## src/rtl/pwm_level_pkg.sv

```systemverilog
package pwm_level_pkg;

  typedef enum logic [1:0] {
    LVL_LOW  = 2'b00,
    LVL_HIGH = 2'b01,
    LVL_TRI  = 2'b10
  } lvl_e;

  // index of each threshold compare in the comparator bank
  localparam int unsigned CMP_HI   = 0;
  localparam int unsigned CMP_LO   = 1;
  localparam int unsigned CMP_MIDR = 2;
  localparam int unsigned CMP_MIDF = 3;
  localparam int unsigned CMP_N    = 4;

endpackage

```

## src/rtl/pwm_thr_cmp.sv

```systemverilog
module pwm_thr_cmp #(
  parameter int unsigned SAMPLE_W = 12,
  parameter int unsigned THR_MV   = 0,
  parameter bit          ABOVE    = 1'b1
) (
  input  logic [SAMPLE_W-1:0] smp_i,
  output logic                hit_o
);

  localparam logic [SAMPLE_W-1:0] THR_V = SAMPLE_W'(THR_MV);

  generate
    if (ABOVE) begin : g_above
      assign hit_o = (smp_i > THR_V);
    end else begin : g_below
      assign hit_o = (smp_i < THR_V);
    end
  endgenerate

endmodule

```

## src/rtl/pwm_lvl_next.sv

```systemverilog
module pwm_lvl_next
  import pwm_level_pkg::*;
(
  input  lvl_e              cur_i,
  input  logic [CMP_N-1:0]  hit_i,
  output lvl_e              nxt_i
);

  always_comb begin
    nxt_i = cur_i;
    if (hit_i[CMP_HI]) begin
      nxt_i = LVL_HIGH;
    end else if (hit_i[CMP_LO]) begin
      nxt_i = LVL_LOW;
    end else if (cur_i == LVL_LOW && hit_i[CMP_MIDR]) begin
      nxt_i = LVL_TRI;
    end else if (cur_i == LVL_HIGH && hit_i[CMP_MIDF]) begin
      nxt_i = LVL_TRI;
    end
  end

endmodule

```

## src/rtl/pwm_level_sorter.sv

```systemverilog
module pwm_level_sorter
  import pwm_level_pkg::*;
#(
  parameter int unsigned SAMPLE_W    = 12,
  parameter int unsigned HI_RISE_MV  = 2400,
  parameter int unsigned LO_FALL_MV  = 900,
  parameter int unsigned MID_RISE_MV = 1200,
  parameter int unsigned MID_FALL_MV = 2200
) (
  input  logic                clk,
  input  logic                rst,
  input  logic                smp_vld_i,
  input  logic [SAMPLE_W-1:0] smp_mv_i,
  output logic [1:0]          lvl_o,
  output logic                lvl_chg_o
);

  localparam int unsigned THR_TAB [CMP_N] = '{HI_RISE_MV, LO_FALL_MV, MID_RISE_MV, MID_FALL_MV};
  localparam bit          DIR_TAB [CMP_N] = '{1'b1, 1'b0, 1'b1, 1'b0};

  logic [CMP_N-1:0] hit;
  lvl_e             lvl_q;
  lvl_e             lvl_nxt;

  generate
    for (genvar gi = 0; gi < CMP_N; gi++) begin : g_cmp
      pwm_thr_cmp #(
        .SAMPLE_W (SAMPLE_W),
        .THR_MV   (THR_TAB[gi]),
        .ABOVE    (DIR_TAB[gi])
      ) u_cmp (
        .smp_i (smp_mv_i),
        .hit_o (hit[gi])
      );
    end
  endgenerate

  pwm_lvl_next u_next (
    .cur_i (lvl_q),
    .hit_i (hit),
    .nxt_i (lvl_nxt)
  );

  always_ff @(posedge clk) begin
    if (rst) begin
      lvl_q     <= LVL_TRI;
      lvl_chg_o <= 1'b0;
    end else if (smp_vld_i) begin
      lvl_q     <= lvl_nxt;
      lvl_chg_o <= (lvl_nxt != lvl_q);
    end else begin
      lvl_chg_o <= 1'b0;
    end
  end

  assign lvl_o = lvl_q;


  hi_entry_chk: assert property (@(posedge clk) disable iff (rst)
    (smp_vld_i && smp_mv_i > SAMPLE_W'(HI_RISE_MV)) |=> (lvl_o == 2'b01));


  lo_entry_chk: assert property (@(posedge clk) disable iff (rst)
    (smp_vld_i && smp_mv_i < SAMPLE_W'(LO_FALL_MV)) |=> (lvl_o == 2'b00));


  idle_hold_chk: assert property (@(posedge clk) disable iff (rst)
    !smp_vld_i |=> ($stable(lvl_o) && !lvl_chg_o));


  legal_code_chk: assert property (@(posedge clk) disable iff (rst)
    lvl_o != 2'b11);


  chg_marks_move_chk: assert property (@(posedge clk) disable iff (rst)
    lvl_chg_o |-> (lvl_o != $past(lvl_o)));


  move_marks_chg_chk: assert property (@(posedge clk) disable iff (rst)
    (lvl_o != $past(lvl_o)) |-> lvl_chg_o);

endmodule

```

## config.mk

```make
export PLATFORM = sky130hd
export DESIGN_NAME = pwm_level_sorter
export DESIGN_NICKNAME = d
export VERILOG_FILES = /design/src/rtl/pwm_level_pkg.sv /design/src/rtl/pwm_thr_cmp.sv /design/src/rtl/pwm_lvl_next.sv /design/src/rtl/pwm_level_sorter.sv
export SDC_FILE = /design/constraint.sdc
export NUM_CORES = 1
export LEC_CHECK = 0
export CORE_AREA = 3 3 40 42
export CTS_BUF_LIST = sky130_fd_sc_hd__clkbuf_8
export CTS_CLUSTER_DIAMETER = 60
export DETAILED_ROUTE_END_ITERATION = 8
export DIE_AREA = 0 0 43 45
export PLACE_DENSITY = 0.55
export SLEW_MARGIN = 0
export SYNTH_ARGS = -nofsm -noshare
export SYNTH_HDL_FRONTEND = slang
export SYNTH_HIERARCHICAL = 1
export SYNTH_SLANG_ARGS = --single-unit
```

## constraint.sdc

```tcl
create_clock -name clk -period 2.35 [get_ports clk]
set_input_delay 0.705 -clock clk [delete_from_list [all_inputs] [get_ports clk]]
set_output_delay 0.705 -clock clk [all_outputs]
set_load 0.005 [all_outputs]
```

## After elaboration in Yosys (flattened, before gate mapping)

Cells that the tools add are included.

- $lt $le $gt $ge: 4
- Equality and inequality tests: 2
- Multiplexer cells: 4
- Bitwise logic cells: 1
- Reduce and logical (&&, ||, !) cells: 4

Operators with widths:

| operator | count |
|---|---|
| > comparator 12 x 11 -> 1 bit, second input constant | 1 |
| > comparator 12 bit, second input constant | 1 |
| < comparator 12 x 10 -> 1 bit, second input constant | 1 |
| < comparator 12 bit, second input constant | 1 |
| 2-to-1 mux 2 bit | 4 |
| equality test 2 x 1 -> 1 bit, second input constant | 1 |
| logical AND 1 bit | 2 |
| zero test 2 bit | 1 |
| != test 2 bit | 1 |
| OR reduction 2 bit | 1 |
| inverter 1 bit | 1 |

- Register bits after elaboration: 3
- Bits of input ports: 15
- Output and inout bits: 3
- Word-level logic and storage cells: 17

## Longest topological paths before layout

- Depth in word-level cells: 7
- Depth in mapped cells: 6
- Gate-level depth less buffers: 6

## Modules after synthesis

The synthesis kept the hierarchy.

By module, submodules not included:

| module | instances | cells an instance | area each (um^2) | sequential area each (um^2) |
|---|---|---|---|---|
| pwm_level_sorter | 1 | 11 | 117.6 | 60.1 |
| pwm_lvl_next | 1 | 6 | 45.0 | 0.0 |
| pwm_thr_cmp (g_cmp[0].u_cmp) | 1 | 6 | 38.8 | 0.0 |
| pwm_thr_cmp (g_cmp[2].u_cmp) | 1 | 4 | 35.0 | 0.0 |
| pwm_thr_cmp (g_cmp[1].u_cmp) | 1 | 4 | 27.5 | 0.0 |
| pwm_thr_cmp (g_cmp[3].u_cmp) | 1 | 3 | 23.8 | 0.0 |

## Least setup slack after synthesis

Ideal clock, no wire load.

- Kind: input to register
- From: input port smp_mv_i[0]
- To: register lvl_q[1] (netlist: lvl_o[1])
- Setup time: 0.120 ns
- Arrival time: 2.049 ns
- Data required time: 2.230 ns
- Setup slack: 0.181 ns
- Cell stages on the path: 5
- Path buffers: 0
- Cell sequence: or4_1 > a221o_1 > mux2i_1 > a211oi_2 > a211o_1

- Elaborated cells on any way between the ends: 10
- Those cells by class: order compare (4); mux (4); reduce/logical (2)

RTL lines:

| element | line | source |
|---|---|---|
| from (decl) | pwm_level_sorter.sv:13 | `input logic [SAMPLE_W-1:0] smp_mv_i,` |
| > comparator 12 x 11 -> 1 bit | pwm_thr_cmp.sv:14 | `assign hit_o = (smp_i > THR_V);` |
| via hit[2] | pwm_level_sorter.sv:21 | `logic [CMP_N-1:0] hit;` |
| logical AND 1 bit | pwm_lvl_next.sv:15 | `end else if (cur_i == LVL_LOW && hit_i[CMP_MIDR]) begin` |
| 2-to-1 mux 2 bit | pwm_lvl_next.sv:15 |  |
| 2-to-1 mux 2 bit | pwm_lvl_next.sv:13 | `end else if (hit_i[CMP_LO]) begin` |
| 2-to-1 mux 2 bit | pwm_lvl_next.sv:11 | `if (hit_i[CMP_HI]) begin` |
| via lvl_nxt[1] | pwm_level_sorter.sv:23 | `lvl_e lvl_nxt;` |
| to (signal assigned) | pwm_level_sorter.sv:49 | `lvl_q <= lvl_nxt;` |
| to (decl) | pwm_level_sorter.sv:22 | `lvl_e lvl_q;` |

The timed path passes the listed nets, and every way through them passes these cells.
A chain may end at the register's enable or synchronous reset.

## Final worst setup path

- From: input port smp_mv_i[2]
- To: register lvl_chg_o

- Elaborated cells on any way between the ends: 11
- Those cells by class: order compare (4); eq/ne (1); mux (4); reduce/logical (2)

RTL lines:

| element | line | source |
|---|---|---|
| > comparator 12 x 11 -> 1 bit | pwm_thr_cmp.sv:14 |  |
| via hit[2] | pwm_level_sorter.sv:21 |  |
| logical AND 1 bit | pwm_lvl_next.sv:15 |  |
| 2-to-1 mux 2 bit | pwm_lvl_next.sv:15 |  |
| 2-to-1 mux 2 bit | pwm_lvl_next.sv:13 |  |
| 2-to-1 mux 2 bit | pwm_lvl_next.sv:11 |  |
| via lvl_nxt[1] | pwm_level_sorter.sv:23 |  |
| != test 2 bit | pwm_level_sorter.sv:50 | `lvl_chg_o <= (lvl_nxt != lvl_q);` |
| to (signal assigned) | pwm_level_sorter.sv:50 |  |
| to (decl) | pwm_level_sorter.sv:15 | `output logic lvl_chg_o` |

The timed path passes the listed nets, and every way through them passes these cells.

==> reports/results.tsv <==
stage	metric	value	unit
status	status	completed	
cts	clkTransAtPathRegs	0.03	ns
worst_hold_path	hold_path.class	flop to flop	
place	dp_hpwl	742.6	um
synth	synth_edf_count	0	
place	io_buffers	17	
sta	finalHoldViolations	0	
floorplan	dieArea	1935	um^2
synth	syn_nets	49	
sta	setup_violations	0	
cts	cts_buffers	3	
cells_and_area	diodes	0	
cts	post_cts_buffers	0	
cells_and_area	fin_nets	80	
routing	viasPerCell	5.025	
sta	slew_headroom	77.07	%
pwr	powerDensity	478.2	nW/um^2
synth	netlist_area	287.8	um^2
floorplan	start_util	22.40	%
place	place_congestion	0.6949	
setup_path	slowest_delay	0.52	ns
cts	cts_tree	done	
global_routing	antenna_found_initial	0	
cells_and_area	instances_no_fill	79	
global_routing	grt_max_degree	7	
synth	ys.flop_type	dfxtp_1	
synth	synth_top_area_share	20.87	%
setup_path	start_kind	primary input	
sta	fin_setup_tns	0	ns
setup_path	r2r-start	lvl_o[0]	
place	place_inst	75	
synth	yosys_warnings	6	
run	cap_violations	0	
cts	clock_path_buffers	2	
synth	ys_seq_area_share	20.87	%
sta	rsz0062_at_grt	false	
setup_path	cp_top_family	compound AO/OA/AOI/OAI gates	
setup_path	cp.arrival	2.33	ns
sta	fin_crit_sh	95.07	%
global_routing	grt_usage	11.06	%
routing	drt_first_pass_iters	4	
global_routing	grt_first_pass_wirelength	1.649	mm
floorplan	fp-row-count	13	
sta	worstMarginPinSlew	0.3408	ns
synth	netlist.top_cell.by_area	dfxtp_1	
synth	synth.avg_cell_area	8.464	um^2
routing	wire_per_inst	12.05	um
routing	route.vias.total	397	
sta	fmax	0.4476	GHz
pwr	irDropWorstVdd	0.0002863	V
cells_and_area	nFillCells	133	
sta	drv_slew	0	
setup_path	path_max_fanout	2	
sta	finalCriticalPeriod	2.234	ns
cells_and_area	layout-drive-gt1-share	23.44	%
setup_path	cpMaxStageDelayCell	or4_4	
pwr	p_leak	0.0002763	uW
synth	ys_types	22	
setup_path	required	2.45	ns
setup_path	cp_cell_sequence	dlygate4sd2_1 > or4_4 > a221o_1 > mux2i_1 > a211oi_2 > xnor2_1 > a21oi_1	
routing	wl	952	um
setup_path	crit_type	primary input to flop	
setup_path	cp_num_buf_inv	1	
global_routing	gr-total-overflow	0	
routing	drtIter0Drc	7	
setup_path	worstSetupStartpoint	smp_mv_i[2]	
routing	route.detailed.drc	0	
cts	root_buffer	clkbuf_8	
setup_path	end_kind	flop	
cts	cts_max_level	1	
synth	synth_common_cells	a211o_1, dfxtp_1, nor4_1	
cts	clock_sinks	3	
routing	postRouteAntennaNets	0	
cts	insertion_delay	0.21	ns
floorplan	fp.dieW	43	um
floorplan	core_area	1285	um^2
synth	synth_most_common_cell	a211o_1	
floorplan	die_h	45	um
floorplan	ios	18	
global_routing	grt_pass1_vias	386	
cells_and_area	syn_to_final_growth	110.0	%
worst_hold_path	min_from	lvl_o[1]	
synth	async_flop_share	0	%
synth	synth_cells	34	
sta	skew	0.003515	ns
sta	hold_slack	0.6053	ns
synth	yosys-top-cells-area	dfxtp_1, a211o_1, mux2i_1	
synth	ys_ff_latch	3	
-- path summary, 6_finish.rpt --
check                                 end  slack (ns)  depth (start not counted)
worst max-delay path            lvl_chg_o        0.12                          7
worst min-delay path            lvl_chg_o        0.61                          2
worst max register to register  lvl_chg_o        1.18                          4
worst min register to register  lvl_chg_o        0.61                          2
-- tightest hold or removal path: stages (launching register included) --
cell and delay (ns):
dfxtp_1 0.33, xnor2_1 0.16, a21oi_1 0.06
-- flip-flops by register name, summed over array words and instances, names as in the netlist --
name / count
lvl_chg_o: 1
lvl_o: 2
-- per-stage QoR --
| step | cell area (um^2) | worst slack [ns] | total power [uW] | utilization, % |
|---|---|---|---|---|
| 4_1_cts | 586.8 | 0.02359 | 292.4 | 45.67 |
| 5_1_grt | 604.3 | 0.002981 | 307.0 | 47.03 |
| 2_1_floorplan | 287.8 | 0.1813 | 89.48 | - |
| 6_report | 604.3 | 0.1157 | 289.0 | 47.03 |
| 3_3_place_gp | 544.3 | -0.2843 | 146.3 | 42.36 |
| 3_5_place_dp | 544.3 | -0.3118 | 146.1 | 42.36 |
-- cell families (layout without fill, tap and decap cells) --
family,count (synthesis),after routing,share of synthesized area [%]
compound gates,14,14,39.56
xor+xnor,2,2,6.088
buf+inv,2,32,2.610
flops,3,3,20.87
mux,2,2,6.957
simple gates,11,11,23.91
-- final cells by class --
cell class / count / area [um^2] / share of cell area (%)
clock buffer: 3 / 41.29 / 6.832
sequential: 3 / 60.06 / 9.938
inverter: 2 / 7.507 / 1.242
multi-input combinational: 29 / 230.2 / 38.10
clock inverter: 1 / 3.754 / 0.6211
timing repair buffer: 26 / 242.7 / 40.17
tap: 15 / 18.77 / 3.106
-- metal layers --
layer | vias to the layer above | track usage [%] | part of all wire [%]
met5 | - | 0 | 0
met1 | 186 | 14.39 | 48
met3 | 0 | 4.781 | 2.0
li1 | 205 | - | -
met2 | 6 | 17.37 | 50
met4 | 0 | 1.807 | 0
-- power breakdown --
group	switching [uW]	internal (uW)	leakage, uW
Combinational	32.0	54.5	0.000225
Clock	31.8	111	0.0000269
Sequential	4.16	55.6	0.0000249
-- repair_timing --
action | CTS | global route
gates resized for setup | 2 | 5
pin swaps | 4 | 5
endpoints found under the setup margin | 2 | 2
hold buffers | 0 | 0
gates cloned | 0 | 0
-- layout by cell type, fill, tap and decap left out, types with 2 or more instances in the layout --
master           count
dlygate4sd2_1        2
a211o_1              4
mux2i_1              2
buf_4                9
dlymetal6s2s_1       3
dfxtp_1              3
nand2b_1             2
nor4_1               3
clkdlybuf4s50_1     12
xnor2_1              2
clkbuf_8             3
inv_1                3
(Power assumes the default switching activity.)
